**src/rtl/pcseq_pkg.sv**
```systemverilog
package pcseq_pkg;
  localparam int FIELD_W = 3;
  localparam int PAGE_W  = 2;
  localparam int WORD_W  = 6;
  localparam int LOW_W   = PAGE_W + WORD_W;
  localparam int ADDR_W  = FIELD_W + LOW_W;
  localparam int IDX_W   = WORD_W - 2;

  // one-cycle strobes from control to datapath
  typedef struct packed {
    logic loadFull;
    logic loadWord;
    logic loadIndex;
    logic loadShort;
    logic loadVector;
    logic loadPop;
    logic incr;
    logic push;
    logic pushHere;
    logic pop;
  } pcStrobe_t;
endpackage

```
**src/rtl/pcseq_ctrl.sv**
```systemverilog
module pcseq_ctrl
  import pcseq_pkg::*;
(
  input  logic      advance,
  input  logic      jumpLong,
  input  logic      callLong,
  input  logic      jumpPage,
  input  logic      jumpIndexed,
  input  logic      callShort,
  input  logic      intAck,
  input  logic      ret,
  output pcStrobe_t strb
);
  always_comb begin
    strb = '0;
    if (intAck) begin
      strb.loadVector = 1'b1;
      strb.push       = 1'b1;
      strb.pushHere   = 1'b1;
    end else if (callLong) begin
      strb.loadFull = 1'b1;
      strb.push     = 1'b1;
    end else if (callShort) begin
      strb.loadShort = 1'b1;
      strb.push      = 1'b1;
    end else if (jumpLong) begin
      strb.loadFull = 1'b1;
    end else if (jumpPage) begin
      strb.loadWord = 1'b1;
    end else if (jumpIndexed) begin
      strb.loadIndex = 1'b1;
    end else if (ret) begin
      strb.loadPop = 1'b1;
      strb.pop     = 1'b1;
    end else if (advance) begin
      strb.incr = 1'b1;
    end
  end
endmodule

```
**src/rtl/pcseq_path.sv**
```systemverilog
module pcseq_path
  import pcseq_pkg::*;
#(
  parameter logic [ADDR_W-1:0] INT_TARGET = 11'h040
) (
  input  logic              clk,
  input  logic              rstN,
  input  pcStrobe_t         strb,
  input  logic [ADDR_W-1:0] targetLong,
  input  logic [WORD_W-1:0] pageWord,
  input  logic [IDX_W-1:0]  accValue,
  input  logic [WORD_W-1:0] shortImm,
  input  logic [ADDR_W-1:0] popAddr,
  output logic [ADDR_W-1:0] pcAddr,
  output logic [ADDR_W-1:0] pushAddr
);
  logic [ADDR_W-1:0] pcQ, pcD, incAddr;

  // only the page/word counter steps; field bits ride along
  assign incAddr = {pcQ[ADDR_W-1:LOW_W],
                    pcQ[LOW_W-1:0] + {{(LOW_W-1){1'b0}}, 1'b1}};

  always_comb begin
    pcD = pcQ;
    if (strb.loadVector)     pcD = INT_TARGET;
    else if (strb.loadFull)  pcD = targetLong;
    else if (strb.loadShort) pcD = {{(ADDR_W-WORD_W){1'b0}}, shortImm};
    else if (strb.loadWord)  pcD = {pcQ[ADDR_W-1:WORD_W], pageWord};
    else if (strb.loadIndex) pcD = {pcQ[ADDR_W-1:WORD_W], accValue, 2'b00};
    else if (strb.loadPop)   pcD = popAddr;
    else if (strb.incr)      pcD = incAddr;
  end

  always_ff @(posedge clk or negedge rstN) begin
    if (!rstN) pcQ <= '0;
    else       pcQ <= pcD;
  end

  assign pushAddr = strb.pushHere ? pcQ : incAddr;
  assign pcAddr   = pcQ;
endmodule

```
**src/rtl/pcseq_stack.sv**
```systemverilog
module pcseq_stack
  import pcseq_pkg::*;
#(
  parameter int DEPTH = 3
) (
  input  logic                      clk,
  input  logic                      rstN,
  input  logic                      push,
  input  logic                      pop,
  input  logic [ADDR_W-1:0]         pushAddr,
  output logic [ADDR_W-1:0]         topAddr,
  output logic [DEPTH*ADDR_W-1:0]   entries
);
  logic [ADDR_W-1:0] slot [DEPTH];

  for (genvar i = 0; i < DEPTH; i++) begin : g_slot
    logic [ADDR_W-1:0] fromAbove, fromBelow;
    if (i == 0) begin : g_top
      assign fromAbove = pushAddr;
    end else begin : g_mid
      assign fromAbove = slot[i-1];
    end
    if (i == DEPTH-1) begin : g_bot
      assign fromBelow = '0;
    end else begin : g_up
      assign fromBelow = slot[i+1];
    end
    always_ff @(posedge clk or negedge rstN) begin
      if (!rstN)     slot[i] <= '0;
      else if (push) slot[i] <= fromAbove;
      else if (pop)  slot[i] <= fromBelow;
    end
    assign entries[i*ADDR_W +: ADDR_W] = slot[i];
  end

  assign topAddr = slot[0];
endmodule

```
**src/rtl/pc_sequencer.sv**
```systemverilog
module pc_sequencer
  import pcseq_pkg::*;
#(
  parameter int                DEPTH      = 3,
  parameter logic [ADDR_W-1:0] INT_TARGET = 11'h040
) (
  input  logic                    clk,
  input  logic                    rstN,
  input  logic                    advance,
  input  logic                    jumpLong,
  input  logic                    callLong,
  input  logic [ADDR_W-1:0]       targetLong,
  input  logic                    jumpPage,
  input  logic [WORD_W-1:0]       pageWord,
  input  logic                    jumpIndexed,
  input  logic [IDX_W-1:0]        accValue,
  input  logic                    callShort,
  input  logic [WORD_W-1:0]       shortImm,
  input  logic                    intAck,
  input  logic                    ret,
  output logic [ADDR_W-1:0]       pcAddr,
  output logic [DEPTH*ADDR_W-1:0] stackEntries
);
  pcStrobe_t         strb;
  logic [ADDR_W-1:0] pushAddr, topAddr;

  pcseq_ctrl u_ctrl (
    .advance(advance), .jumpLong(jumpLong), .callLong(callLong),
    .jumpPage(jumpPage), .jumpIndexed(jumpIndexed), .callShort(callShort),
    .intAck(intAck), .ret(ret), .strb(strb)
  );

  pcseq_path #(.INT_TARGET(INT_TARGET)) u_path (
    .clk(clk), .rstN(rstN), .strb(strb), .targetLong(targetLong),
    .pageWord(pageWord), .accValue(accValue), .shortImm(shortImm),
    .popAddr(topAddr), .pcAddr(pcAddr), .pushAddr(pushAddr)
  );

  pcseq_stack #(.DEPTH(DEPTH)) u_stack (
    .clk(clk), .rstN(rstN), .push(strb.push), .pop(strb.pop),
    .pushAddr(pushAddr), .topAddr(topAddr), .entries(stackEntries)
  );
endmodule

```
**config.mk**
```make
export PLATFORM = sky130hd
export DESIGN_NAME = pc_sequencer
export DESIGN_NICKNAME = d
export VERILOG_FILES = /design/src/rtl/pcseq_pkg.sv /design/src/rtl/pcseq_ctrl.sv /design/src/rtl/pcseq_path.sv /design/src/rtl/pcseq_stack.sv /design/src/rtl/pc_sequencer.sv
export SDC_FILE = /design/constraint.sdc
export NUM_CORES = 1
export LEC_CHECK = 0
export BUFFER_PORTS_ARGS = -buffer_cell sky130_fd_sc_hd__buf_2
export CAP_MARGIN = 20
export CORE_ASPECT_RATIO = 1.25
export CORE_MARGIN = 10
export CORE_UTILIZATION = 40
export DETAILED_ROUTE_END_ITERATION = 6
export HOLD_SLACK_MARGIN = 0.15
export SLEW_MARGIN = 20
export SYNTH_ARGS = -nofsm -noshare
export SYNTH_HDL_FRONTEND = slang
export SYNTH_HIERARCHICAL = 1
export SYNTH_SLANG_ARGS = --single-unit
```
**constraint.sdc**
```tcl
create_clock -name clk -period 2.01 [get_ports clk]
set_input_delay 0.201 -clock clk [delete_from_list [all_inputs] [get_ports clk]]
set_output_delay 0.201 -clock clk [all_outputs]
set_load 0.1 [all_outputs]
```
# Yosys cells after proc, flatten, opt, wreduce, memory -nomap -nowiden
# Cells that the tools add are included.
dict set report op_classes {
  addsub 1
  mul 0
  n_div 0
  order_cmp 0
  eq_ne 2
  shifts 0
  mux 42
  n_bitwise 0
  reduce_logical 6
}
# cell n
set ops {}
lappend ops {{$mux 11} 12}
lappend ops {{$mux 1} 18}
lappend ops {{$mux 8} 2}
lappend ops {{$mux 2} 7}
lappend ops {{$add 8x1->8 const B} 1}
lappend ops {{$ne 4x2->1 const B} 2}
lappend ops {{$reduce_bool 7->1} 1}
lappend ops {{$mux 3} 2}
lappend ops {{$reduce_and 3->1} 2}
lappend ops {{$reduce_bool 5->1} 1}
lappend ops {{$mux 4} 1}
lappend ops {{$reduce_bool 4->1} 1}
lappend ops {{$reduce_bool 2->1} 1}
dict set report totals {
  register_bits 44
  latchBits 0
  ram_bits 0
  rom_bits 0
  inputBits 37
  out_inout_bits 44
  elab_cells 57
  memories 0
}

# Longest topological paths before layout
# Gate-level depths: netlist (run 1).
dict set report depth {
  word_depth 15
  mapped_depth 9
}

# Hierarchy
# Netlist (run 1), hierarchy kept.
# module n_inst cells_per_inst area_each_um2
set modules_own_cells {}
lappend modules_own_cells {pcseq_stack 1 153 1579.0}
lappend modules_own_cells {pcseq_path 1 129 1042.2}
lappend modules_own_cells {pcseq_ctrl 1 15 125.1}

# Worst setup path after synthesis (run 1)
# No wires, ideal clock.
dict set report synth_path {
  kind {register -> register}
  start {register u_path.pcQ[0], in the netlist u_path/pcAddr[0]}
  end {register u_path.pcQ[4], in the netlist u_path/pcAddr[4]}
  setup_ns 0.083
  arrival_time_ns 2.165
  required_ns 1.927
  path_slack_ns -0.238
  stages_incl_launch_ff 7
  n_path_buf 0
  synth_period_minus_slack_ns 2.248
  path_cell_list {dfrtp_1 -> ha_1 -> nand3_1 -> xor2_1 -> a311oi_1 -> o211ai_1 -> o21ai_0}
}
dict set report synth_via {
  elab_chain_cells 8
}
# element line
set synth_rtl {}
lappend synth_rtl {{start, declared} pcseq_path.sv:17} ;# logic [ADDR_W-1:0] pcQ, pcD, incAddr;
lappend synth_rtl {{start signal, assigned} pcseq_path.sv:36} ;# else pcQ <= pcD;
lappend synth_rtl {{$add 8x1->8} pcseq_path.sv:21} ;# pcQ[LOW_W-1:0] + {{(LOW_W-1){1'b0}}, 1'b1}};
lappend synth_rtl {{$mux 8} pcseq_path.sv:31} ;# else if (strb.incr) pcD = incAddr;
lappend synth_rtl {{$mux 11} pcseq_path.sv:30} ;# else if (strb.loadPop) pcD = popAddr;
lappend synth_rtl {{$mux 11} pcseq_path.sv:29} ;# else if (strb.loadIndex) pcD = {pcQ[ADDR_W-1:WORD_W], accValue, 2'b00};
lappend synth_rtl {{$mux 11} pcseq_path.sv:28} ;# else if (strb.loadWord) pcD = {pcQ[ADDR_W-1:WORD_W], pageWord};
lappend synth_rtl {{$mux 11} pcseq_path.sv:27} ;# else if (strb.loadShort) pcD = {{(ADDR_W-WORD_W){1'b0}}, shortImm};
lappend synth_rtl {{$mux 11} pcseq_path.sv:26} ;# else if (strb.loadFull) pcD = targetLong;
lappend synth_rtl {{$mux 11} pcseq_path.sv:25} ;# if (strb.loadVector) pcD = INT_TARGET;
# No other way between the ends. The select of a mux whose other input is x is not followed.
# A chain may end at the register's enable or synchronous reset.

# Final worst setup path (run 1)
dict set report layout_path {
  start {input callLong}
  end {register u_path.pcQ[1], in the netlist u_path/pcAddr[1]}
}
dict set report layout_via {
  elab_chain_cells 8
  word_cells_on_any_way 12
  classes_between {mux (11); reduce/logical (1)}
}
# element line
set layout_rtl {}
lappend layout_rtl {{start, declared} pc_sequencer.sv:11} ;# input logic callLong,
lappend layout_rtl {{$mux 2} pcseq_ctrl.sv:20} ;# end else if (callLong) begin
lappend layout_rtl {{$mux 2} pcseq_ctrl.sv:16} ;# if (intAck) begin
lappend layout_rtl {{$mux 11} pcseq_path.sv:30}
lappend layout_rtl {{$mux 11} pcseq_path.sv:29}
lappend layout_rtl {{$mux 11} pcseq_path.sv:28}
lappend layout_rtl {{$mux 11} pcseq_path.sv:27}
lappend layout_rtl {{$mux 11} pcseq_path.sv:26}
lappend layout_rtl {{$mux 11} pcseq_path.sv:25}
# Parallel ways exist; a longest one is shown, timed or not. The select of a mux whose other input is x is not followed.

==> impl_metrics.toml, run 1 <==
[status]
outcome = "finished clean"

[sta]
holdWs_ps = 179
hold_violations = 0
timing.fmax_ghz = 0.523
worst_pin_slew_ps = 669
setup_violations = 0
min_period_over_period = 0.950
setup_tns_ps = 0
slew_headroom = 0.554
layout_min_cycle_time_ps = 1910
drv_slew = 0
skew_ps = 6.04
rsz0062_at_grt = "no"

[synthesis]
synth_common_cells = "dfrtp_1 (44), nand2_1 (39), mux2i_1 (23)"
synth-seq-cells = 44
synth_edf_count = 0
netlist_top_cells_area = "dfrtp_1 (40%), mux2i_1 (8.4%), nand2_1 (5.3%)"
synth_top_area_frac = 0.401
yosys_most_used_dff = "dfrtp_1"
synthCells = 297
yosysSeqAreaShare = 0.401
ys_types = 49
synth_top_area_cell = "dfrtp_1"
syn_avg_cell_area_um2 = 9.25
syn_area_um2 = 2750
yosysMostFrequentCell = "dfrtp_1"
yosys_warnings = 6
async_flop_share = 1.00
synth_nets = 335

[clocking]
cts_buffers = 5
clock_sinks = 44
path_clk_slew_ps = 90
htree_num_levels = 2
postCtsHoldBufs = 1
cts_resized = 0
clockRootBuffer = "clkbuf_8"
post_cts_buffers = 0
insertion_delay_ps = 290
cts_tree = "yes"
cts_buffer_depth = 2

[floorplan]
rows = 33
num_io_pins = 81
die_x_um = 94.1
dieArea_um2 = 10600
core_area_um2 = 6610
start_util = 0.416
die_h_um = 113

[finish]
diodes = 0
drive_gt1_frac = 0.347
area_delta_synth_final_pct = 21.4
fin_nets = 409
stdcell_count = 459

[setup_path]
worst-setup-path-type = "in -> reg"
crit_chain = "buf_2, or4_4, nor4b_4, buf_4, mux2_4, a221oi_2, nor4_1, a21o_1"
crit_fanout = 7
path_delay_family = "simple AND/OR/NAND/NOR gates"
cp.arrival_ps = 2100
crit_slowest_cell = "or4_4"
path_buf_inv = 2
end_kind = "register"
cp.required_ps = 2200
crit_path_start_kind = "input port"
cpPeakStageDelay_ps = 570

[run]
cap_violations = 0

[power]
ir_worst_vdd_uv = 435
power_uw = 3170
p_leak_uw = 0.00152
p_per_area_nw_per_um2 = 950

[place]
gp_congestion = 0.949
dp_hpwl_mm = 5.65
portBuffers = 80
numPlacedInstances = 450

[hold_path]
hold_class = "in -> reg"

[route]
wirelength_mm = 7.22
wl_met2_mm = 3.47
drt_iter0_markers = 111
top_layer = "met4"
wl_per_cell_um = 15.7
dr.pass1.iters = 4
antenna_left = 0
dr_wl_met3_um = 362
drt-met1-wl_mm = 3.29
drcViolationCount = 0
vias_per_cell = 5.07
num_vias = 2328

[grt]
antenna_found_initial = 0
grt_overflow = 0
grt_use_total = 0.137
grt_pass1_wl_mm = 12.0
grt_start_max_net_pins = 67
grt_pass1_vias = 2338
-- where the power goes --
part	total, µW	leakage, µW	internal, µW	switching, µW
Sequential	1140	0.000562	999	138
Combinational	1360	0.000908	269	1090
Clock	672	0.0000552	369	302
-- through the flow --
stage / setup slack (ps) / cell area, µm² / utilization
final: 99.7 / 3330 / 0.505
after global routing: 31.6 / 3330 / 0.505
after CTS: 115 / 3330 / 0.505
after detailed placement: -206 / 3220 / 0.487
after global placement: -163 / 3220 / 0.487
after floorplan: -64.6 / 2780 / -
-- registers in the layout (all words and copies together) (netlist names) --
name and cells:
u_path/pcAddr 11, u_stack/g_slot.fromBelow 22, u_stack/topAddr 11
-- final cells by class --
type / instances / area, µm²
well taps: 87 / 109
flip-flops and latches: 44 / 1110
multi-input cells: 210 / 1380
clock buffers: 6 / 72.6
repair buffers: 103 / 601
fillers: 654 / 3270
inverters: 7 / 26.3
clock inverters: 2 / 35.0
-- per-layer routing --
| layer | global-route usage | vias to the layer above |
|---|---|---|
| met3 | 0.0320 | 7 |
| met2 | 0.218 | 68 |
| met4 | 0.0355 | 0 |
| met1 | 0.180 | 1074 |
| met5 | 0 | - |
| li1 | - | 1179 |
-- cells by family after synthesis --
| kind of cell | count (synthesis) | synth area share |
|---|---|---|
| AO/OA/AOI/OAI | 79 | 0.176 |
| XOR/XNOR | 10 | 0.0319 |
| adder cells (fa/ha/maj) | 1 | 0.00456 |
| buffers and inverters | 43 | 0.105 |
| flip-flops | 44 | 0.401 |
| multiplexers | 28 | 0.104 |
| AND/OR/NAND/NOR | 92 | 0.177 |
-- cell usage in the layout, fill, tap and decap left out, types with 3 or more instances in the layout --
| cell type | count |
|---|---|
| dfrtp_2 | 5 |
| mux2i_1 | 23 |
| o21ai_0 | 21 |
| o22ai_1 | 5 |
| mux2_4 | 4 |
| nor2_1 | 15 |
| xnor2_1 | 3 |
| nand2_1 | 39 |
| buf_4 | 20 |
| nand2b_1 | 16 |
| inv_1 | 7 |
| dfrtp_1 | 39 |
| buf_2 | 80 |
| xor2_1 | 7 |
| clkbuf_8 | 5 |
| nand3_1 | 3 |
| nor3_1 | 5 |
| a22oi_1 | 3 |
| o21ai_1 | 18 |
| a21oi_1 | 8 |
-- worst register-to-register path: stages (launching register included) --
cell and delay, ps:
dfrtp_2 440, ha_1 240, nand3_1 200, xor2_1 200, a311oi_1 280, o211ai_1 120
o21ai_0 150
-- path summary, 6_finish.rpt --
| kind | startpoint | endpoint | slack, ps | cells past startpoint |
|---|---|---|---|---|
| max | callLong | u_path/pcAddr[1] | 100 | 8 |
| min | targetLong[6] | u_path/pcAddr[6] | 180 | 3 |
| max reg2reg | u_path/pcAddr[0] | u_path/pcAddr[4] | 300 | 6 |
| min reg2reg | u_path/pcAddr[10] | u_stack/topAddr[10] | 530 | 2 |
| max in group asynchronous | rstN | u_stack/g_slot[1].fromBelow[8] | 860 | 3 |
| min in group asynchronous | rstN | u_path/pcAddr[9] | 470 | 2 |
(Power assumes the default switching activity.)
==> run 2, diff against run 1 <==
--- a/config.mk
+++ b/config.mk
@@ -5,6 +5,7 @@
 export SDC_FILE = /design/constraint.sdc
 export NUM_CORES = 1
 export LEC_CHECK = 0
+export ABC_AREA = 1
 export BUFFER_PORTS_ARGS = -buffer_cell sky130_fd_sc_hd__buf_2
 export CAP_MARGIN = 20
 export CORE_ASPECT_RATIO = 1.25
==> run 2 against run 1 <==
  * Utilization down 1.2 points
  * Combinational power grew 5%
  * Sequential power barely moved
  * Register-to-register slack better by 240 ps
  * Design area decreased by 1.2%
  * Largest cell class unchanged
  * Global-route usage grew 0.52 points
  * Non-clock buffer count down 11
  * Fmax rose by 30%
  * Critical path depth grew 2
  * Synthesized cell count is 33% higher
  * Critical path type is now reg -> reg
  * Area after synthesis rose by 1.5%
==> impl_metrics.toml, run 2 <==
[synthesis]
async_flop_share = 1.00
synth_top_area_cell = "dfrtp_1"
synthCells = 396
synth_common_cells = "nand2_1 (157), nand3_1 (52), dfrtp_1 (44)"
netlist_top_cells_area = "dfrtp_1 (40%), nand2_1 (21%), nand3_1 (9.3%)"
synth-seq-cells = 44
yosysSeqAreaShare = 0.395
syn_avg_cell_area_um2 = 7.04
synth_edf_count = 0
syn_area_um2 = 2790
yosys_warnings = 6
synth_top_area_frac = 0.395
yosys_most_used_dff = "dfrtp_1"
yosysMostFrequentCell = "nand2_1"
synth_nets = 434
ys_types = 27

[status]
outcome = "finished clean"

[clocking]
insertion_delay_ps = 290
clockRootBuffer = "clkbuf_8"
cts_buffers = 5
htree_num_levels = 2
cts_buffer_depth = 2
cts_tree = "yes"
clock_sinks = 44
post_cts_buffers = 0
path_clk_slew_ps = 80

[power]
ir_worst_vdd_uv = 409
p_int_uw = 1740
p_per_area_nw_per_um2 = 1020
p_clk_frac = 0.237
switching_share = 0.483
p_leak_uw = 0.00178
combPwrFrac = 0.425
p_seq_frac = 0.339
p_sw_uw = 1630

[finish]
post-route-util = 0.492
largest_reg_flops = 22
drive_gt1_frac = 0.242
area_delta_synth_final_pct = 18.1
layout_commonest_cell = "nand2_1"
fin_nets = 501
mostFrequentLayoutCells = "nand2_1 (157), buf_2 (80), nand3_1 (52), dfrtp_1 (42)"
diodes = 0

[setup_path]
cp.required_ps = 2240
cp.arrival_ps = 1700
end_kind = "register"
timing.rr.start = "u_path/pcAddr[0]"
worst-setup-path-type = "reg -> reg"
crit_path_start_kind = "register"
crit_fanout = 7
startpoint = "u_path/pcAddr[0]"
rrSetupSlack_ps = 540

[grt]
grt_pass1_wl_mm = 12.6
grt_use_total = 0.142
antenna_found_initial = 0
grt_start_max_net_pins = 35
grtUsageMet2 = 0.225
grt_overflow = 0
grt_pass1_vias = 2597
gr-max-usage-layer = "met2"
gr-usage-met1 = 0.179
grtUsageMet3 = 0.0423

[route]
drcViolationCount = 0
dr.pass1.iters = 4
wl_per_cell_um = 13.6
vias_per_cell = 4.72
drt_iter0_markers = 125
antenna_left = 0
wirelength_mm = 7.50
num_vias = 2598

[sta]
min_period_over_period = 0.729
hold_violations = 0
rsz0062_at_grt = "no"
setup_tns_ps = 0
timing.fmax_ghz = 0.683
worst_pin_slew_ps = 650
slew_headroom = 0.566
skew_ps = 2.49
drv_slew = 0
layout_min_cycle_time_ps = 1470
setup_violations = 0

[place]
portBuffers = 80
dp_hpwl_mm = 5.77
gp_congestion = 0.837

[hold_path]
hold_path.startpoint = "targetLong[7]"
hold_class = "in -> reg"

[floorplan]
core_area_um2 = 6690
die_h_um = 113
dieArea_um2 = 10700
start_util = 0.417
die_x_um = 94.7
rows = 33
num_io_pins = 81

[run]
cap_violations = 0
==> run 2: critical path: stages (launching register included) <==
cell and delay [ps]:
dfrtp_2 470, ha_1 240, nand2_1 100, inv_1 70, nand3_1 70, nand2_1 60, nand2_1 80, nor2_1 40
a21oi_1 120, nand2_1 70, nand3_1 80
==> run 2: repair_timing <==
action | CTS | global route
resized for setup | 0 | 0
hold endpoints to repair | 26 | 0
hold buffers | 1 | 0
setup endpoints to repair | 0 | 0
==> run 2: final timing paths <==
check	cells past startpoint	to
max	10	u_stack/topAddr[6]
max reg2reg	10	u_stack/topAddr[6]
min in group asynchronous	2	u_stack/g_slot[1].fromBelow[9]
min reg2reg	2	u_stack/g_slot[1].fromBelow[6]
max in group asynchronous	3	u_stack/topAddr[0]
min	5	u_path/pcAddr[7]
==> run 2: area by class of cell <==
class	count	area, µm²
multi-input combinational	291	1330
inverter	29	111
sequential	44	1100
clock buffer	5	68.8
fill	716	3400
timing repair buffer	92	505
tap	87	109
clock inverter	2	60.1
==> run 2: stage by stage <==
step                power, µW  setup WS, ps  instances  cell area, µm²  hold slack [ps]
detailed placement       2600           348        542            3150              273
global route             3520           353        550            3290              235
global placement         2580           324        542            3150              275
CTS                      3390           542        550            3290              205
finish                   3360           545        550            3290              216
floorplan                2350           131        396            2790            -94.6
==> run 2: power groups by stage <==
stage	clock network (µW)	logic, µW	registers, µW
after global placement	0	1430	1160
after detailed placement	0	1440	1160
after global routing	837	1510	1170
after CTS	809	1440	1140
final	796	1430	1140
after floorplan	0	334	2010
==> run 2: per-layer routing <==
metal	vias up	share of wire
met5	-	0
met4	0	0.015
met3	8	0.071
met2	75	0.46
met1	1137	0.46
li1	1378	-
==> run 2: cell families after synthesis <==
group	after synthesis	share of synthesized area
flops	44	0.395
xor+xnor	3	0.00943
simple gates	249	0.387
compound gates	38	0.0772
fa+ha+maj	1	0.00449
buf+inv	61	0.127
==> run 3, diff against run 2 <==
--- a/config.mk
+++ b/config.mk
@@ -13,6 +13,7 @@
 export CORE_UTILIZATION = 40
 export DETAILED_ROUTE_END_ITERATION = 6
 export HOLD_SLACK_MARGIN = 0.15
+export PLACE_DENSITY = 0.67
 export SLEW_MARGIN = 20
 export SYNTH_ARGS = -nofsm -noshare
 export SYNTH_HDL_FRONTEND = slang
==> constraint.sdc (replaced) <==
create_clock -name clk -period 1.3 [get_ports clk]
set_input_delay 0.13 -clock clk [delete_from_list [all_inputs] [get_ports clk]]
set_output_delay 0.13 -clock clk [all_outputs]
set_load 0.1 [all_outputs]
==> run 3 against run 2 <==
  * First-iteration DRC count up 20%
  * Combinational power up 90%
  * Hold slack worse by 51 ps
  * Final cell count up 4.7%
  * Sequential power up 61%
  * Critical path depth unchanged
  * The flow now finishes with violations (negative setup slack)
  * Clock power up 32%
  * Utilization up 10 points
  * Global-route usage up 0.37 points
  * Die area unchanged
  * Largest cell class unchanged
  * Count of clock-buffer cells in the layout unchanged
  * Design area up 20%
==> impl_metrics.toml, run 3 (synthesized netlist as in run 2, its figures left out) <==
[power]
ir_worst_vdd_uv = 767
p_per_area_nw_per_um2 = 1410
p_seq_frac = 0.327
p_leak_uw = 0.00198
p_sw_uw = 2650
switching_share = 0.474
p_clk_frac = 0.188
combPwrFrac = 0.486
p_int_uw = 2940

[sta]
layout_min_cycle_time_ps = 1380
skew_ps = 5.03
rsz0062_at_grt = "yes"
min_period_over_period = 1.06
timing.fmax_ghz = 0.727
holdWs_ps = 165
setup_slack_ps = -75.8
setup_violations = 5
slew_headroom = 0.674
hold_violations = 0
drv_slew = 0
worst_pin_slew_ps = 492

[setup_path]
cpPeakStageDelay_ps = 520
path_delay_family = "flip-flops"
crit_fanout = 5
reg2reg_to = "u_stack/topAddr[6]"
r2r.worst_path.cells = 10
worst-setup-path-type = "reg -> reg"
cp.required_ps = 1540
end_kind = "register"
rrSetupSlack_ps = -80
path_buf_inv = 1
crit_slowest_cell = "dfrtp_4"
crit_top_cell = "nand2_1"
timing.rr.start = "u_path/pcAddr[0]"
cp.arrival_ps = 1610
crit_chain = "ha_4, nand2_4, inv_4, nand3_2, nand2_1, nand2_1, nor2_1, a21oi_1, nand2_1, nand3_1"
crit_path_start_kind = "register"

[finish]
fin_nets = 526
mostFrequentLayoutCells = "nand2_1 (154), buf_2 (50), nand3_1 (50), buf_4 (28), nor2_1 (25)"
largest_reg_flops = 22
drive_gt1_frac = 0.350
area_delta_synth_final_pct = 42.0
layout_commonest_cell = "nand2_1"
post-route-util = 0.592
stdcell_count = 576
diodes = 0
fillers = 636

[grt]
grt_use_total = 0.146
grt_pass1_vias = 2821
antenna_found_initial = 0
grt_start_max_net_pins = 35
grt_overflow = 0
grt_pass1_wl_mm = 13.0

[clocking]
clock_sinks = 44
insertion_delay_ps = 300
clockRootBuffer = "clkbuf_8"
cts_tree = "yes"
cts_buffers = 5
path_clk_slew_ps = 90
htree_num_levels = 2
cts_buffer_depth = 2

[route]
drcViolationCount = 0
num_vias = 2804
dr.pass1.iters = 4
wl_per_cell_um = 13.9
antenna_left = 0
wirelength_mm = 7.98
vias_per_cell = 4.87
drt_iter0_markers = 150

[hold_path]
hold_depth = 5
hold_path.startpoint = "targetLong[4]"
hold_end = "u_path/pcAddr[4]"
hold_class = "in -> reg"

[floorplan]
dieArea_um2 = 10700
rows = 33
num_io_pins = 81
start_util = 0.417
core_area_um2 = 6690
die_x_um = 94.7
die_h_um = 113

[place]
numPlacedInstances = 560
portBuffers = 80
dp_hpwl_mm = 6.26
gp_congestion = 0.813

[run]
cap_violations = 0

[status]
violations = "negative setup slack"
outcome = "finished, violations left"
## run 3: cell type report
class | instances | area, µm² | area share
multi-input cells | 291 | 1410 | 0.357
flip-flops and latches | 44 | 1150 | 0.290
repair buffers | 117 | 1070 | 0.269
inverters | 29 | 114 | 0.0288
well taps | 87 | 109 | 0.0275
clock buffers | 5 | 68.8 | 0.0174
clock inverters | 3 | 42.5 | 0.0107
## run 3: worst min-delay path, delay by kind of cell
kind | cells | cell delay [ps]
simple gates | 4 | 240
buf+inv | 1 | 80
## run 3: what timing repair did
item                                   4_1_cts  5_1_grt
endpoints found under the hold margin       48        0
buffers inserted                             1        2
gates resized for setup                      7       18
hold buffers                                 5        0
setup endpoints to repair                    8       23
pin swaps                                    8        2
cloned                                       0        0
## run 3: how the worst max path moves through the flow
stage	slack (ps)	depth (start not counted)	startpoint	to
2_1_floorplan	-190	10	u_path/pcAddr[0]	u_stack/topAddr[6]
3_3_place_gp	-100	7	u_path/pcAddr[0]	u_path/pcAddr[2]
3_5_place_dp	-120	11	intAck	u_path/pcAddr[7]
4_1_cts	-50	10	u_path/pcAddr[0]	u_stack/topAddr[6]
5_1_grt	-150	10	u_path/pcAddr[0]	u_stack/topAddr[6]
6_report	-80	10	u_path/pcAddr[0]	u_stack/topAddr[6]
## run 3: metal layers
metal	vias to the layer above	track usage	part of all wire
met5	-	0	0
met1	1284	0.170	0.40
met4	0	0.0480	0.017
met3	13	0.0311	0.065
li1	1422	-	-
met2	85	0.255	0.52
## run 3: power by group through the flow
stage | logic (µW) | registers [µW] | clock network (µW)
5_1_grt | 2850 | 1860 | 1140
2_1_floorplan | 524 | 3150 | 0
3_3_place_gp | 2590 | 1850 | 0
6_report | 2720 | 1830 | 1050
3_5_place_dp | 2620 | 1860 | 0
4_1_cts | 2680 | 1830 | 1080
## run 3: per-stage QoR
step | setup TNS (ps) | setup WS, ps | area [µm²] | power (µW)
floorplan | -1300 | -195 | 2880 | 3680
CTS | -194 | -47.3 | 3890 | 5600
detailed placement | -1670 | -122 | 3690 | 4480
global route | -981 | -151 | 3960 | 5850
finish | -262 | -75.8 | 3960 | 5590
global placement | -692 | -100 | 3690 | 4440
